`src/rtl/irq_ctl_pkg.sv`:
```
package irq_ctl_pkg;

    localparam int unsigned FLAG_W = 7;
    localparam int unsigned DATA_W = FLAG_W + 1;
    localparam int unsigned SEL_W  = 4;

    // register selects the block decodes
    localparam logic [SEL_W-1:0] SEL_SHIFT = 4'hA;
    localparam logic [SEL_W-1:0] SEL_FLAG  = 4'hD;
    localparam logic [SEL_W-1:0] SEL_ENA   = 4'hE;

    // flag positions
    localparam int unsigned BIT_SHDONE = 2;
    localparam int unsigned BIT_SHDATA = 3;
    localparam int unsigned BIT_SHCLK  = 4;
    localparam int unsigned BIT_TMR2   = 5;
    localparam int unsigned BIT_TMR1   = 6;

    // flags cleared by a shift register read
    localparam logic [FLAG_W-1:0] SHIFT_GROUP =
        (FLAG_W'(1) << BIT_SHDONE) | (FLAG_W'(1) << BIT_SHDATA) | (FLAG_W'(1) << BIT_SHCLK);

    // flags able to raise the request line
    localparam logic [FLAG_W-1:0] IRQ_SOURCES =
        (FLAG_W'(1) << BIT_TMR1) | (FLAG_W'(1) << BIT_TMR2) | (FLAG_W'(1) << BIT_SHDONE);

    typedef struct packed {
        logic [FLAG_W-1:0] bits;
    } flag_state_t;

    typedef struct packed {
        logic [FLAG_W-1:0] bits;
    } ena_state_t;

endpackage

```
`src/rtl/irq_flag_bank.sv`:
```
module irq_flag_bank
    import irq_ctl_pkg::*;
#(
    parameter logic [FLAG_W-1:0] RD_CLR_GROUP = SHIFT_GROUP
) (
    input  logic              clk,
    input  logic              rst_n,
    input  logic [FLAG_W-1:0] set_pulse,
    input  logic              wr_clr,
    input  logic [FLAG_W-1:0] wr_mask,
    input  logic              rd_clr,
    output logic [FLAG_W-1:0] flag_q
);

    flag_state_t st_d, st_q;
    logic [FLAG_W-1:0] clr_vec;

    // per-bit clear request from the two clear sources
    for (genvar g = 0; g < int'(FLAG_W); g++) begin : g_clr
        if (RD_CLR_GROUP[g]) begin : g_grp
            assign clr_vec[g] = (wr_clr & wr_mask[g]) | rd_clr;
        end else begin : g_solo
            assign clr_vec[g] = wr_clr & wr_mask[g];
        end
    end

    always_comb begin
        st_d = st_q;
        st_d.bits = (st_q.bits & ~clr_vec) | set_pulse;
    end

    always_ff @(posedge clk or negedge rst_n) begin
        if (!rst_n) st_q <= '0;
        else        st_q <= st_d;
    end

    assign flag_q = st_q.bits;


    flag_set_chk: assert property (@(posedge clk) disable iff (!rst_n)
        (set_pulse != '0) |=> ((flag_q & $past(set_pulse)) == $past(set_pulse)));


    flag_wr_clr_chk: assert property (@(posedge clk) disable iff (!rst_n)
        wr_clr |=> ((flag_q & $past(wr_mask) & ~$past(set_pulse)) == '0));


    flag_rd_clr_chk: assert property (@(posedge clk) disable iff (!rst_n)
        rd_clr |=> ((flag_q & RD_CLR_GROUP & ~$past(set_pulse)) == '0));


    flag_hold_chk: assert property (@(posedge clk) disable iff (!rst_n)
        (!wr_clr && !rd_clr && set_pulse == '0) |=> $stable(flag_q));

endmodule

```
`src/rtl/irq_enable_bank.sv`:
```
module irq_enable_bank
    import irq_ctl_pkg::*;
(
    input  logic              clk,
    input  logic              rst_n,
    input  logic              wr_en,
    input  logic [DATA_W-1:0] wr_data,
    output logic [FLAG_W-1:0] en_q
);

    ena_state_t st_d, st_q;
    logic              set_mode;
    logic [FLAG_W-1:0] sel_bits;

    assign set_mode = wr_data[DATA_W-1];
    assign sel_bits = wr_data[FLAG_W-1:0];

    always_comb begin
        st_d = st_q;
        if (wr_en) begin
            if (set_mode) st_d.bits = st_q.bits | sel_bits;
            else          st_d.bits = st_q.bits & ~sel_bits;
        end
    end

    always_ff @(posedge clk or negedge rst_n) begin
        if (!rst_n) st_q <= '0;
        else        st_q <= st_d;
    end

    assign en_q = st_q.bits;


    ena_set_chk: assert property (@(posedge clk) disable iff (!rst_n)
        (wr_en && set_mode) |=>
            (((en_q & $past(sel_bits)) == $past(sel_bits)) &&
             ((en_q & ~$past(sel_bits)) == ($past(en_q) & ~$past(sel_bits)))));


    ena_clr_chk: assert property (@(posedge clk) disable iff (!rst_n)
        (wr_en && !set_mode) |=>
            (((en_q & $past(sel_bits)) == '0) &&
             ((en_q & ~$past(sel_bits)) == ($past(en_q) & ~$past(sel_bits)))));


    ena_hold_chk: assert property (@(posedge clk) disable iff (!rst_n)
        !wr_en |=> $stable(en_q));

endmodule

```
`src/rtl/irq_read_mux.sv`:
```
module irq_read_mux
    import irq_ctl_pkg::*;
(
    input  logic [SEL_W-1:0]  reg_sel,
    input  logic [FLAG_W-1:0] flag_q,
    input  logic [FLAG_W-1:0] en_q,
    output logic [DATA_W-1:0] rd_data,
    output logic              irq
);

    logic any_live;

    always_comb begin
        any_live = |(flag_q & en_q);
        irq      = |(flag_q & en_q & IRQ_SOURCES);
        unique case (reg_sel)
            SEL_FLAG: rd_data = {any_live, flag_q};
            SEL_ENA:  rd_data = {1'b1, en_q};
            default:  rd_data = '0;
        endcase
    end

endmodule

```
`src/rtl/irq_ctl.sv`:
```
module irq_ctl
    import irq_ctl_pkg::*;
(
    input  logic              clk,
    input  logic              rst_n,
    input  logic [SEL_W-1:0]  reg_sel,
    input  logic              rd_stb,
    input  logic              wr_stb,
    input  logic [DATA_W-1:0] wr_data,
    input  logic [FLAG_W-1:0] set_pulse,
    output logic [DATA_W-1:0] rd_data,
    output logic              irq
);

    logic              flag_wr, ena_wr, shift_rd;
    logic [FLAG_W-1:0] flag_q, en_q;

    assign flag_wr  = wr_stb && (reg_sel == SEL_FLAG);
    assign ena_wr   = wr_stb && (reg_sel == SEL_ENA);
    assign shift_rd = rd_stb && (reg_sel == SEL_SHIFT);

    irq_flag_bank #(.RD_CLR_GROUP(SHIFT_GROUP)) u_flags (
        .clk       (clk),
        .rst_n     (rst_n),
        .set_pulse (set_pulse),
        .wr_clr    (flag_wr),
        .wr_mask   (wr_data[FLAG_W-1:0]),
        .rd_clr    (shift_rd),
        .flag_q    (flag_q)
    );

    irq_enable_bank u_enables (
        .clk     (clk),
        .rst_n   (rst_n),
        .wr_en   (ena_wr),
        .wr_data (wr_data),
        .en_q    (en_q)
    );

    irq_read_mux u_rdmux (
        .reg_sel (reg_sel),
        .flag_q  (flag_q),
        .en_q    (en_q),
        .rd_data (rd_data),
        .irq     (irq)
    );


    irq_needs_enable_chk: assert property (@(posedge clk) disable iff (!rst_n)
        irq |-> ((en_q & IRQ_SOURCES) != '0));


    irq_ignores_shift_side_chk: assert property (@(posedge clk) disable iff (!rst_n)
        ((flag_q & IRQ_SOURCES) == '0) |-> !irq);


    ena_read_top_chk: assert property (@(posedge clk) disable iff (!rst_n)
        (reg_sel == SEL_ENA) |-> rd_data[DATA_W-1]);


    flag_summary_chk: assert property (@(posedge clk) disable iff (!rst_n)
        (reg_sel == SEL_FLAG && irq) |-> rd_data[DATA_W-1]);


    set_beats_clear_chk: assert property (@(posedge clk) disable iff (!rst_n)
        (flag_wr && ((wr_data[FLAG_W-1:0] & set_pulse) != '0)) |=>
            ((flag_q & $past(set_pulse)) == $past(set_pulse)));

endmodule

```
`config.mk`:
```
export PLATFORM = sky130hd
export DESIGN_NAME = irq_ctl
export DESIGN_NICKNAME = d
export VERILOG_FILES = /design/src/rtl/irq_ctl_pkg.sv /design/src/rtl/irq_flag_bank.sv /design/src/rtl/irq_enable_bank.sv /design/src/rtl/irq_read_mux.sv /design/src/rtl/irq_ctl.sv
export SDC_FILE = /design/constraint.sdc
export NUM_CORES = 1
export LEC_CHECK = 0
export BUFFER_PORTS_ARGS = -buffer_cell sky130_fd_sc_hd__clkbuf_2
export CORE_MARGIN = 2
export CORE_UTILIZATION = 42
export DETAILED_ROUTE_END_ITERATION = 8
export GPL_TIMING_DRIVEN = 0
export PLACE_DENSITY = 0.84
export SYNTH_ARGS = -nofsm -noshare
export SYNTH_HDL_FRONTEND = slang
export SYNTH_SLANG_ARGS = --single-unit
```
`constraint.sdc`:
```
create_clock -name clk -period 1.2 [get_ports clk]
set_input_delay 0.06 -clock clk [delete_from_list [all_inputs] [get_ports clk]]
set_output_delay 0.06 -clock clk [all_outputs]
set_load 0.02 [all_outputs]
```
==> results.md, run 1 <==
| Quantity | This run |
| --- | --- |
| Max-cap check violation count | 0 |
| Max Root-Sink Buffers | 2 |
| Buffers and inverters on the worst path | 1 |
| Uppermost metal layer occupied by signal nets | met4 |
| # clock sinks | 14 |
| Root buffer cell | clkbuf_4 |
| Clock latency on the worst-skew pair | 0.29 ns |
| Max Clk Rate | 596 MHz |
| Share of post-route cells with drive strength above 1 | 50.0% |
| Count of flip-flops with a built-in enable after synthesis | 0 |
| Yosys reg bits | 14 |
| Largest net degree at the start of global routing | 15 |
| Worst clock skew | 0 ns |
| Start-to-end type of the worst setup path | register to output port |
| Worst path arrival time | 1.62 ns |
| Final worst path period need | 1.68 ns |
| Clock-pin slew on the worst setup and hold paths | 0.10 ns |
| Placement-stage cell area | 996 um^2 |
| Number of pins exceeding their max-slew limit in the final report | 0 |
| DRC violation total after the first TritonRoute iteration | 24 |
| Crit. End Element | output port |
| Die boundary width | 47.9 um |
| Tot Pwr | 1.25 mW |
| Row cnt | 15 |
| Period Utilization, post-route | 140% |
| Hold Vio Cnt, Final | 0 |
| Global route total overflow | 0 |
| Vias | 807 |
| I/O pin count | 32 |
| Power Density | 1060 mW/mm^2 |
| Hold Crit Class | input port to register |
| Vertical extent of the die | 47.9 um |
| Sort of element at the start of the critical path | register |
| DRT antenna net count | 0 |
| Routed len/inst | 15.5 um |
| Syn nets | 96 |
| Leakage power total | 0.523 nW |
| DRC violations left | 0 |
| Total detailed-routing wirelength | 2.25 mm |
| Mapped Avg Cell Area | 11.1 um^2 |
| Global-route total usage across every layer | 21.4% |
| Async SR Flop Fraction | 100% |
| Worst path cell trace | a222oi_1 -> a31oi_1 -> o21ba_2 -> buf_6 |
| Via count of the first global-routing pass | 746 |
| Final weighted congestion in routability-driven placement | 0.738 |
| Number of cells in the finished layout apart from fillers | 145 |
| H-tree depth | 1 |
| Num CTS Buffers | 3 |
| Clock tree from TritonCTS | yes |
| Netlist area before placement | 810 um^2 |
| Input/output buffers | 31 |
| IR drop worst, VDD | 704 uV |
| Final Worst Setup Slack | -0.477 ns |
| Number of search-and-repair iterations in the first detailed-routing pass | 4 |
| Post-route cell area | 0.00118 mm^2 |
| Slew of the pin with the lowest slew margin | 0.404 ns |
| First-pass GRT wire length | 3.39 mm |
| Detailed-routing wirelength on met1 | 967 um |
| Library cells used by synthesis | 23 |
| RSZ-0062 raised after global routing | true |
| Top cell family by delay on the critical path | compound AO/OA/AOI/OAI gates |
| DP Worst Slack | -0.175 ns |
| Initial Util | 45.9% |
| Post-Synthesis Cells | 73 |
| Half-perimeter wire length of the detailed placement result | 1.44 mm |
| Violated checks | setup timing |
| Number of placed instances with taps included | 129 |
| Initial antenna violation count | 0 |
| Relative area change from synthesis to final layout | 45.7% |
| Number of antenna cells inserted | 0 |
| Cell type of the slowest stage on the worst timing path | a222oi_1 |
| Synth warn | 0 |
| CP max FO | 2 |
| Relative slew slack | 73.1% |
| Net total in the final layout | 144 |
| Floorplan core area | 0.00176 mm^2 |
| # setup viols final | 4 |
| Full die area | 0.00229 mm^2 |
| Data required time at the worst endpoint | 1.14 ns |
| CP max stage delay | 0.44 ns |
| Detailed route wirelength on metal2 | 1.12 mm |
| Met3 wirelength from detailed routing | 139 um |
| Most used DFF post-synth | dfrtp_1 |
| Vias per inst | 5.57 |
| Register area share after synthesis | 43.3% |
| Status | finished with violations |
==> worst paths after layout <==
path / from / depth (start not counted) / slack (ns) / to
hold / removal: wr_data[0] / 3 / 0.05 / u_flags.flag_q[0]
hold reg to reg: u_flags.flag_q[6] / 1 / 0.54 / u_flags.flag_q[6]
max in group asynchronous: rst_n / 2 / 0.72 / u_flags.flag_q[3]
min in group asynchronous: rst_n / 2 / 0.20 / u_flags.flag_q[5]
setup reg to reg: register / 2 / 0.30 / register
setup / recovery: u_flags.flag_q[5] / 4 / -0.48 / rd_data[7]
==> worst reg2reg max path: stages (launching register included) <==
cell and delay, ns:
dfrtp_1 0.40, buf_4 0.15, mux2_4 0.25
==> cell type report <==
cell class | count | area, um^2
repair buffers | 43 | 280
well taps | 25 | 31.3
inverters | 1 | 3.75
flip-flops and latches | 14 | 350
fillers | 133 | 584
multi-input cells | 53 | 413
plain buffers | 5 | 65.1
clock buffers | 4 | 36.3
==> where the power goes <==
part	internal (mW)	leakage (nW)	switching [mW]
Clock	0.185	0.0210	0.174
Combinational	0.179	0.350	0.151
Sequential	0.522	0.152	0.0427
==> routing by layer <==
| layer | track usage [%] | up-vias |
|---|---|---|
| met5 | 0 | - |
| met4 | 9.19 | 0 |
| met3 | 4.15 | 4 |
| met2 | 32.5 | 42 |
| met1 | 29.4 | 392 |
| li1 | - | 369 |
==> kinds of logic after synthesis <==
| group | count (synthesis) | synth area share [%] |
|---|---|---|
| compound gates | 19 | 18.5 |
| buf+inv | 6 | 8.19 |
| flops | 14 | 43.3 |
| mux | 7 | 11.1 |
| simple gates | 27 | 18.9 |
==> layout by cell type, fill, tap and decap left out <==
master,netlist,routed
a21o_1,4,4
a222oi_1,1,1
a22oi_1,9,5
a22oi_2,0,4
a31o_1,3,3
a31oi_1,1,1
and2b_1,1,1
and3_1,1,1
buf_12,1,1
buf_2,1,4
buf_4,0,6
buf_6,2,4
buf_8,1,1
clkbuf_2,0,24
clkbuf_4,0,3
clkbuf_8,0,1
dfrtp_1,14,14
dlygate4sd3_1,0,8
inv_1,1,1
mux2_2,4,4
mux2_4,3,3
nand2_1,1,1
nand2b_1,1,1
nand3_1,11,11
nand3_2,3,3
nand4b_1,1,1
nor2_1,7,7
nor2b_2,1,1
o21ba_2,1,1
==> metrics by stage <==
step / utilization [%] / TNS (ns) / hold WS, ns
after floorplan: - / 0 / -0.236
after global placement: 56.5 / -0.178 / -0.0220
after detailed placement: 56.5 / -0.175 / -0.0149
after CTS: 63.9 / -0.786 / 0.0412
after global routing: 66.9 / -1.17 / 0.0675
final: 66.9 / -0.862 / 0.0523
==> synth_stat cells, types with 2 or more instances <==
library cell  count  area [um^2]
a21o_1            4         30.0
a22oi_1           9         67.6
a31o_1            3         26.3
buf_6             2         22.5
dfrtp_1          14          350
mux2_2            4         45.0
mux2_4            3         45.0
nand3_1          11         55.1
nand3_2           3         30.0
nor2_1            7         26.3
==> timing repair <==
item / 4_1_cts / 5_1_grt
buffers inserted: 2 / 2
setup endpoints to repair: 2 / 9
endpoints found under the hold margin: 21 / 0
pin swaps: 2 / 3
resized for setup: 0 / 18
hold buffers: 8 / 0
Note: power is estimated with default switching activity, not from simulation.
==> inputs of run 2 (changes only) <==
==> constraint.sdc (replaced) <==
create_clock -name clk -period 1.45 [get_ports clk]
set_input_delay 0.0725 -clock clk [delete_from_list [all_inputs] [get_ports clk]]
set_output_delay 0.0725 -clock clk [all_outputs]
set_load 0.01 [all_outputs]
==> results.md, run 2 (same netlist as run 1, synthesis figures left out) <==
| Quantity | This run | Delta |
| --- | --- | --- |
| Start-to-end type of the worst setup path | register to output port | unchanged |
| CP max stage delay | 0.44 ns | about the same |
| Final cell utilization of the core | 63.9% | was 66.9% |
| Crit. End Element | output port | unchanged |
| Most common library cell in the layout ignoring fill and taps | clkbuf_2 | unchanged |
| Largest net degree at the start of global routing | 15 | unchanged |
| Number of antenna cells inserted | 0 | unchanged |
| Vias per inst | 5.43 | was 5.57 |
| Max Root-Sink Buffers | 2 | unchanged |
| DP Worst Slack | 0.0900 ns | was -0.175 ns |
| RSZ-0062 raised after global routing | true | unchanged |
| Worst clock skew | 0 ns | unchanged |
| Full die area | 0.00229 mm^2 | unchanged |
| Top cell family by delay on the critical path | compound AO/OA/AOI/OAI gates | unchanged |
| DRT antenna net count | 0 | unchanged |
| Violated checks | setup timing | unchanged |
| Global-route total usage across every layer | 21.4% | unchanged |
| Max Clk Rate | 598 MHz |  |
| Status | finished with violations | unchanged |
| Setup slack of the most critical reg-to-reg path | 0.55 ns | was 0.30 ns |
| Die boundary width | 47.9 um | unchanged |
| Met3 Track Usage GR | 4.15% | unchanged |
| Final weighted congestion in routability-driven placement | 0.738 | unchanged |
| Clock latency on the worst-skew pair | 0.29 ns | about the same |
| Routed len/inst | 14.9 um | was 15.5 um |
| Initial Util | 45.9% | unchanged |
| Data required time at the worst endpoint | 1.38 ns | was 1.14 ns |
| Half-perimeter wire length of the detailed placement result | 1.44 mm | unchanged |
| # setup viols final | 1 | was 4 |
| Clock tree from TritonCTS | yes | unchanged |
| Global route total overflow | 0 | unchanged |
| Vertical extent of the die | 47.9 um | unchanged |
| Worst path cell trace | a222oi_1 -> a31oi_1 -> o21ba_2 -> clkbuf_2 | was a222oi_1 -> a31oi_1 -> o21ba_2 -> buf_6 |
| Power Density | 889 mW/mm^2 | was 1060 mW/mm^2 |
| Max-cap check violation count | 0 | unchanged |
| Period Utilization, post-route | 115% |  |
| DRC violation total after the first TritonRoute iteration | 35 | was 24 |
| Num CTS Buffers | 3 | unchanged |
| First-pass GRT wire length | 3.39 mm | unchanged |
| Buffers and inverters on the worst path | 1 | unchanged |
| Via count of the first global-routing pass | 746 | unchanged |
| Relative area change from synthesis to final layout | 39.3% | was 45.7% |
| H-tree depth | 1 | unchanged |
| Final Worst Setup Slack | -0.221 ns | was -0.477 ns |
| Number of placed instances with taps included | 129 | unchanged |
| DRC violations left | 0 | unchanged |
| Vias | 777 | was 807 |
| Met2 routing resource usage after global routing | 32.5% | unchanged |
| Root buffer cell | clkbuf_4 | unchanged |
| Cell type of the slowest stage on the worst timing path | a222oi_1 | unchanged |
| Placement-stage cell area | 996 um^2 | unchanged |
| Net total in the final layout | 142 | was 144 |
| Number of pins exceeding their max-slew limit in the final report | 0 | unchanged |
| Sort of element at the start of the critical path | register | unchanged |
| Number of cells in the finished layout apart from fillers | 143 | was 145 |
| # clock sinks | 14 | unchanged |
| Number of search-and-repair iterations in the first detailed-routing pass | 4 | unchanged |
| Hold Vio Cnt, Final | 0 | unchanged |
| Initial antenna violation count | 0 | unchanged |
| Hold Crit Class | input port to register | unchanged |
| Total detailed-routing wirelength | 2.14 mm | was 2.25 mm |
| Clock-pin slew on the worst setup and hold paths | 0.10 ns | about the same |
| Final worst path period need | 1.67 ns |  |
| Post-route cell area | 0.00113 mm^2 | was 0.00118 mm^2 |
| Final total negative setup slack | -0.221 ns | was -0.862 ns |
| CP max FO | 2 | unchanged |
| Share of post-route cells with drive strength above 1 | 45.8% | was 50.0% |
| IR drop worst, VDD | 580 uV | was 704 uV |
| I/O pin count | 32 | unchanged |
| Input/output buffers | 31 | unchanged |
| Met1 routing resource usage after global routing | 29.4% | unchanged |
| Relative slew slack | 73.4% | was 73.1% |
| Highest-utilization routing layer at the global route stage | met2 | unchanged |
| Slew of the pin with the lowest slew margin | 0.399 ns | was 0.404 ns |
| Commonest non-fill, non-tap cells in the layout | clkbuf_2 (31), dfrtp_1 (14), nand3_1 (11), a22oi_1 (9), dlygate4sd3_1 (8) | was clkbuf_2 (24), dfrtp_1 (14), nand3_1 (11), dlygate4sd3_1 (8), nor2_1 (7) |
| Worst path arrival time | 1.60 ns | was 1.62 ns |
| Leakage power total | 0.506 nW | was 0.523 nW |
| Row cnt | 15 | unchanged |
| Floorplan core area | 0.00176 mm^2 | unchanged |
-- run 2: cell count changes in the layout (fill, tap and decap cells not counted), sizes merged --
cell,delta
clkbuf,+7
buf,-9
-- run 2: per-stage QoR --
stage               total power, mW  hold slack, ns
floorplan                     0.600          -0.223
global placement              0.681        -0.00947
detailed placement            0.689        -0.00237
CTS                            1.00          0.0537
global route                   1.05          0.0739
finish                         1.00          0.0606
-- run 2: layer usage --
metal | vias up | wire length [um]
li1 | 364 | -
met1 | 371 | 897
met2 | 37 | 1060
met3 | 5 | 151
met4 | 0 | 30
met5 | - | 0
-- run 2: report_power, final --
group / switching [mW] / leakage, nW / total, mW / internal [mW]
Combinational: 0.106 / 0.333 / 0.245 / 0.139
Sequential: 0.0318 / 0.152 / 0.464 / 0.432
Clock: 0.140 / 0.0210 / 0.293 / 0.153
Total: 0.278 / 0.506 / 1.00 / 0.724
-- run 2: worst reg2reg max path, cell delays in order, from the launching register on --
cell and delay [ns]:
dfrtp_1 0.40, buf_4 0.14, mux2_4 0.25
-- run 2: path summary, 6_finish.rpt --
check / startpoint / to / cells past startpoint
worst max register to register: register / register / 2
max in group asynchronous: rst_n / async pin / 2
worst min-delay path: wr_data[0] / u_flags.flag_q[0] / 3
worst min register to register: u_flags.flag_q[0] / u_flags.flag_q[0] / 1
min in group asynchronous: rst_n / u_flags.flag_q[5] / 2
worst max-delay path: u_flags.flag_q[5] / rd_data[7] / 4
-- run 2: timing repair --
action / 4_1_cts / 5_1_grt
endpoints found under the setup margin: 1 / 2
hold buffers: 8 / 0
hold endpoints to repair: 21 / 0
buffers inserted: 2 / 0
resized for setup: 0 / 0
pin swaps: 2 / 1
-- run 2: layout make-up --
class	instances	area (um^2)
Fill cell	139	637
Multi-Input combinational cell	53	393
Sequential cell	14	350
Timing Repair Buffer	41	250
Buffer	5	62.6
Clock buffer	4	36.3
Tap cell	25	31.3
Inverter	1	3.75
==> inputs of run 3 (changes only) <==
--- a/config.mk
+++ b/config.mk
@@ -5,6 +5,7 @@
 export SDC_FILE = /design/constraint.sdc
 export NUM_CORES = 1
 export LEC_CHECK = 0
+export ABC_AREA = 1
 export BUFFER_PORTS_ARGS = -buffer_cell sky130_fd_sc_hd__clkbuf_2
 export CORE_MARGIN = 2
 export CORE_UTILIZATION = 42
@@ -13,4 +14,5 @@
 export PLACE_DENSITY = 0.84
 export SYNTH_ARGS = -nofsm -noshare
 export SYNTH_HDL_FRONTEND = slang
+export SYNTH_HIERARCHICAL = 1
 export SYNTH_SLANG_ARGS = --single-unit
==> results.md, run 3 <==
| Quantity | This run | Delta |
| --- | --- | --- |
| Cell type with the highest occurrence count on the critical path | nand2_1 |  |
| Most common library cell in the layout ignoring fill and taps | nand2_1 | was clkbuf_2 |
| Slew of the pin with the lowest slew margin | 0.524 ns | was 0.399 ns |
| Final worst path period need | 1.28 ns | was 1.67 ns |
| Number of antenna cells inserted | 0 | unchanged |
| Startpoint of the worst-slack reg-to-reg timing path | u_flags/flag_q[2] |  |
| Initial Util | 45.8% | was 45.9% |
| Count of instances resized after the clock tree is built | 0 | unchanged |
| Hold Crit Class | input port to register | unchanged |
| Placement-stage cell area | 0.00100 mm^2 | was 996 um^2 |
| Vias per inst | 4.67 | was 5.43 |
| Worst Hold Path Cells | 3 | unchanged |
| First-pass GRT wire length | 2.93 mm | was 3.39 mm |
| Top cell family by delay on the critical path | flip-flops | was compound AO/OA/AOI/OAI gates |
| Count leader, synth | nand2_1 | was dfrtp_1 |
| Vias | 896 | was 777 |
| Worst hold path startpoint | wr_data[1] | was wr_data[0] |
| Share of the synthesized area in the top cell type | 42.9% | was 43.3% |
| Library cells used by synthesis | 9 | was 23 |
| Worst path arrival time | 1.20 ns | was 1.60 ns |
| Fillers | 164 | was 139 |
| Share of post-route cells with drive strength above 1 | 22.2% | was 45.8% |
| Yosys top cell by area | dfrtp_1 | unchanged |
| Final Worst Setup Slack | 0.173 ns | was -0.221 ns |
| Data required time at the worst endpoint | 1.38 ns | about the same |
| Share of total power in sequential cells | 51.3% | was 46.3% |
| Commonest non-fill, non-tap cells in the layout | nand2_1 (62), clkbuf_2 (31), inv_1 (21), dfrtp_1 (14), nand3_1 (13) | was clkbuf_2 (31), dfrtp_1 (14), nand3_1 (11), a22oi_1 (9), dlygate4sd3_1 (8) |
| Clock-pin slew on the worst setup and hold paths | 0.08 ns | was 0.10 ns |
| RSZ-0062 raised after global routing | false | was true |
| Area contributors post-synth | dfrtp_1 (43%), nand2_1 (29%), inv_1 (9.7%) | was dfrtp_1 (43%), a22oi_1 (8.3%), nand3_1 (6.8%) |
| Number of pins exceeding their max-slew limit in the final report | 0 | unchanged |
| Worst path cell trace | nand2_1 -> nand2_1 -> nor2_1 -> nand2_1 -> nand2_1 -> nand2_1 -> clkbuf_2 | was a222oi_1 -> a31oi_1 -> o21ba_2 -> clkbuf_2 |
| # setup viols final | 0 | was 1 |
| Total detailed-routing wirelength | 1.91 mm | was 2.14 mm |
| Count of flip-flops with a built-in enable after synthesis | 0 | unchanged |
| Crit. End Element | output port | unchanged |
| Net switching share of the total power | 30.3% | was 27.7% |
| Setup slack of the most critical reg-to-reg path | 0.81 ns | was 0.55 ns |
| Syn nets | 148 | was 96 |
| Full die area | 0.00231 mm^2 | was 0.00229 mm^2 |
| Input/output buffers | 31 | unchanged |
| DRC violations left | 0 | unchanged |
| Post-route cell area | 0.00110 mm^2 | was 0.00113 mm^2 |
| Period Utilization, post-route | 88.1% | was 115% |
| Internal power summed over all cells | 624 uW | was 724 uW |
| Final total negative setup slack | 0 ns | was -0.221 ns |
| Net total in the final layout | 192 | was 142 |
| Via count of the first global-routing pass | 738 | was 746 |
| Worst clock skew | 0 ns | unchanged |
| Worst R2R Path Depth | 2 | unchanged |
| Async SR Flop Fraction | 100% | unchanged |
| Synth warn | 6 | was 0 |
| Hold Vio Cnt, Final | 0 | unchanged |
| Die boundary width | 48.1 um | was 47.9 um |
| Cell type of the slowest stage on the worst timing path | dfrtp_1 | was a222oi_1 |
| Mapped Avg Cell Area | 6.53 um^2 | was 11.1 um^2 |
| Worst Hold Margin | 0.0435 ns | was 0.0606 ns |
| Final weighted congestion in routability-driven placement | 0.740 | was 0.738 |
| Post-synth top cells | nand2_1 (62), inv_1 (21), dfrtp_1 (14) | was dfrtp_1 (14), nand3_1 (11), a22oi_1 (9) |
| Max-cap check violation count | 0 | unchanged |
| Relative slew slack | 65.0% | was 73.4% |
| Max Root-Sink Buffers | 2 | unchanged |
| Net switching power of the design | 271 uW | was 278 uW |
| Post-Synthesis Cells | 125 | was 73 |
| CP max FO | 3 | was 2 |
| Initial antenna violation count | 0 | unchanged |
| Clock tree from TritonCTS | yes | unchanged |
| Global route total overflow | 0 | unchanged |
| DRC violation total after the first TritonRoute iteration | 9 | was 35 |
| Start-to-end type of the worst setup path | register to output port | unchanged |
| CP max stage delay | 0.40 ns | was 0.44 ns |
| I/O pin count | 32 | unchanged |
| Most used DFF post-synth | dfrtp_1 | unchanged |
| Netlist area before placement | 816 um^2 | was 810 um^2 |
| IR drop worst, VDD | 714 uV | was 580 uV |
| Leakage power total | 0.622 nW | was 0.506 nW |
| Combinational group share of total power | 24.5% | about the same |
| DRT antenna net count | 0 | unchanged |
| Sort of element at the start of the critical path | register | unchanged |
| Register area share after synthesis | 42.9% | was 43.3% |
| Largest net degree at the start of global routing | 15 | unchanged |
| Relative area change from synthesis to final layout | 35.4% | was 39.3% |
| Routed len/inst | 9.94 um | was 14.9 um |
| Clock latency on the worst-skew pair | 0.27 ns | was 0.29 ns |
| Clock Power Share | 24.2% | was 29.2% |
| Row cnt | 15 | unchanged |
| Max Clk Rate | 783 MHz | was 598 MHz |
| Buffers and inverters on the worst path | 1 | unchanged |
| H-tree depth | 1 | unchanged |
| Status | finished, final reports clean | was finished with violations |
| Floorplan core area | 0.00178 mm^2 | was 0.00176 mm^2 |
| DP Worst Slack | 0.328 ns | was 0.0900 ns |
| Yosys reg bits | 14 | unchanged |
| Global-route total usage across every layer | 18.8% | was 21.4% |
| Vertical extent of the die | 48.1 um | was 47.9 um |
| Power Density | 811 mW/mm^2 | was 889 mW/mm^2 |
| Root buffer cell | clkbuf_4 | unchanged |
| Half-perimeter wire length of the detailed placement result | 1.46 mm | was 1.44 mm |
| Num CTS Buffers | 3 | unchanged |
| # clock sinks | 14 | unchanged |
| Number of search-and-repair iterations in the first detailed-routing pass | 4 | unchanged |
| Critical register-to-register path endpoint | u_flags/flag_q[2] |  |
run 3: cell count changes after synthesis, moves of 2 or more:
cell | previous run | this run
inv_1 | 1 | 21
nor2_1 | 7 | 5
a31o_1 | 3 | 0
o21ai_1 | 0 | 7
a22oi_1 | 9 | 0
nand3_1 | 11 | 13
mux2_2 | 4 | 0
nand2_1 | 1 | 62
mux2_4 | 3 | 0
nand3_2 | 3 | 0
a21o_1 | 4 | 0
run 3: timing repair:
action,4_1_cts,5_1_grt
setup buffers,0,0
hold buffers,8,0
hold endpoints to repair,21,0
run 3: per-layer routing:
metal  up-vias  global-route usage, %  routed length [um]
met5         -                      0                   0
met4         0                   10.3                  38
met3         4                   2.26                 114
met2        29                   31.2                 977
met1       401                   23.6                 778
li1        462                      -                   -
run 3: how the worst max path moves through the flow:
stage	startpoint	endpoint	slack (ns)	cells past startpoint
floorplan	register	rd_data[7]	0.62	6
global placement	reg_sel[1]	u_flags/flag_q[4]	0.34	7
detailed placement	reg_sel[1]	u_flags/flag_q[2]	0.33	7
CTS	register	rd_data[7]	0.17	7
global route	register	rd_data[7]	0.07	7
finish	register	rd_data[7]	0.17	7
run 3: tightest hold or removal path, cell delays in order:
cell,delay (ns)
clkbuf_2,0.10
nand3_1,0.06
nand2_1,0.05
run 3: kinds of logic (layout without fill, tap and decap cells):
group	Yosys count	in the layout	share of synthesized area, %
buf+inv	22	64	11.0
flops	14	14	42.9
simple gates	82	82	41.7
compound gates	7	7	4.29
run 3: layout make-up:
cell class                      instances  area, um^2  area share (%)
Clock buffer                            3        22.5            2.04
Sequential cell                        14         350            31.7
Inverter                               21        78.8            7.13
Multi-Input combinational cell         89         375            34.0
Tap cell                               25        31.3            2.83
Timing Repair Buffer                   39         235            21.3
Buffer                                  1        11.3            1.02
run 3: metrics by stage:
stage	instances	power, mW	util, %
after floorplan	125	0.581	-
after global placement	181	0.662	56.2
after detailed placement	181	0.672	56.2
after CTS	192	0.905	62.0
after global routing	192	0.953	62.0
final	192	0.895	62.0
run 3: power by group through the flow:
stage / clock network (mW) / registers, mW / logic, mW
after floorplan: 0 / 0.461 / 0.119
after global placement: 0 / 0.466 / 0.197
after detailed placement: 0 / 0.467 / 0.205
after CTS: 0.223 / 0.459 / 0.223
after global routing: 0.233 / 0.465 / 0.254
final: 0.217 / 0.459 / 0.220
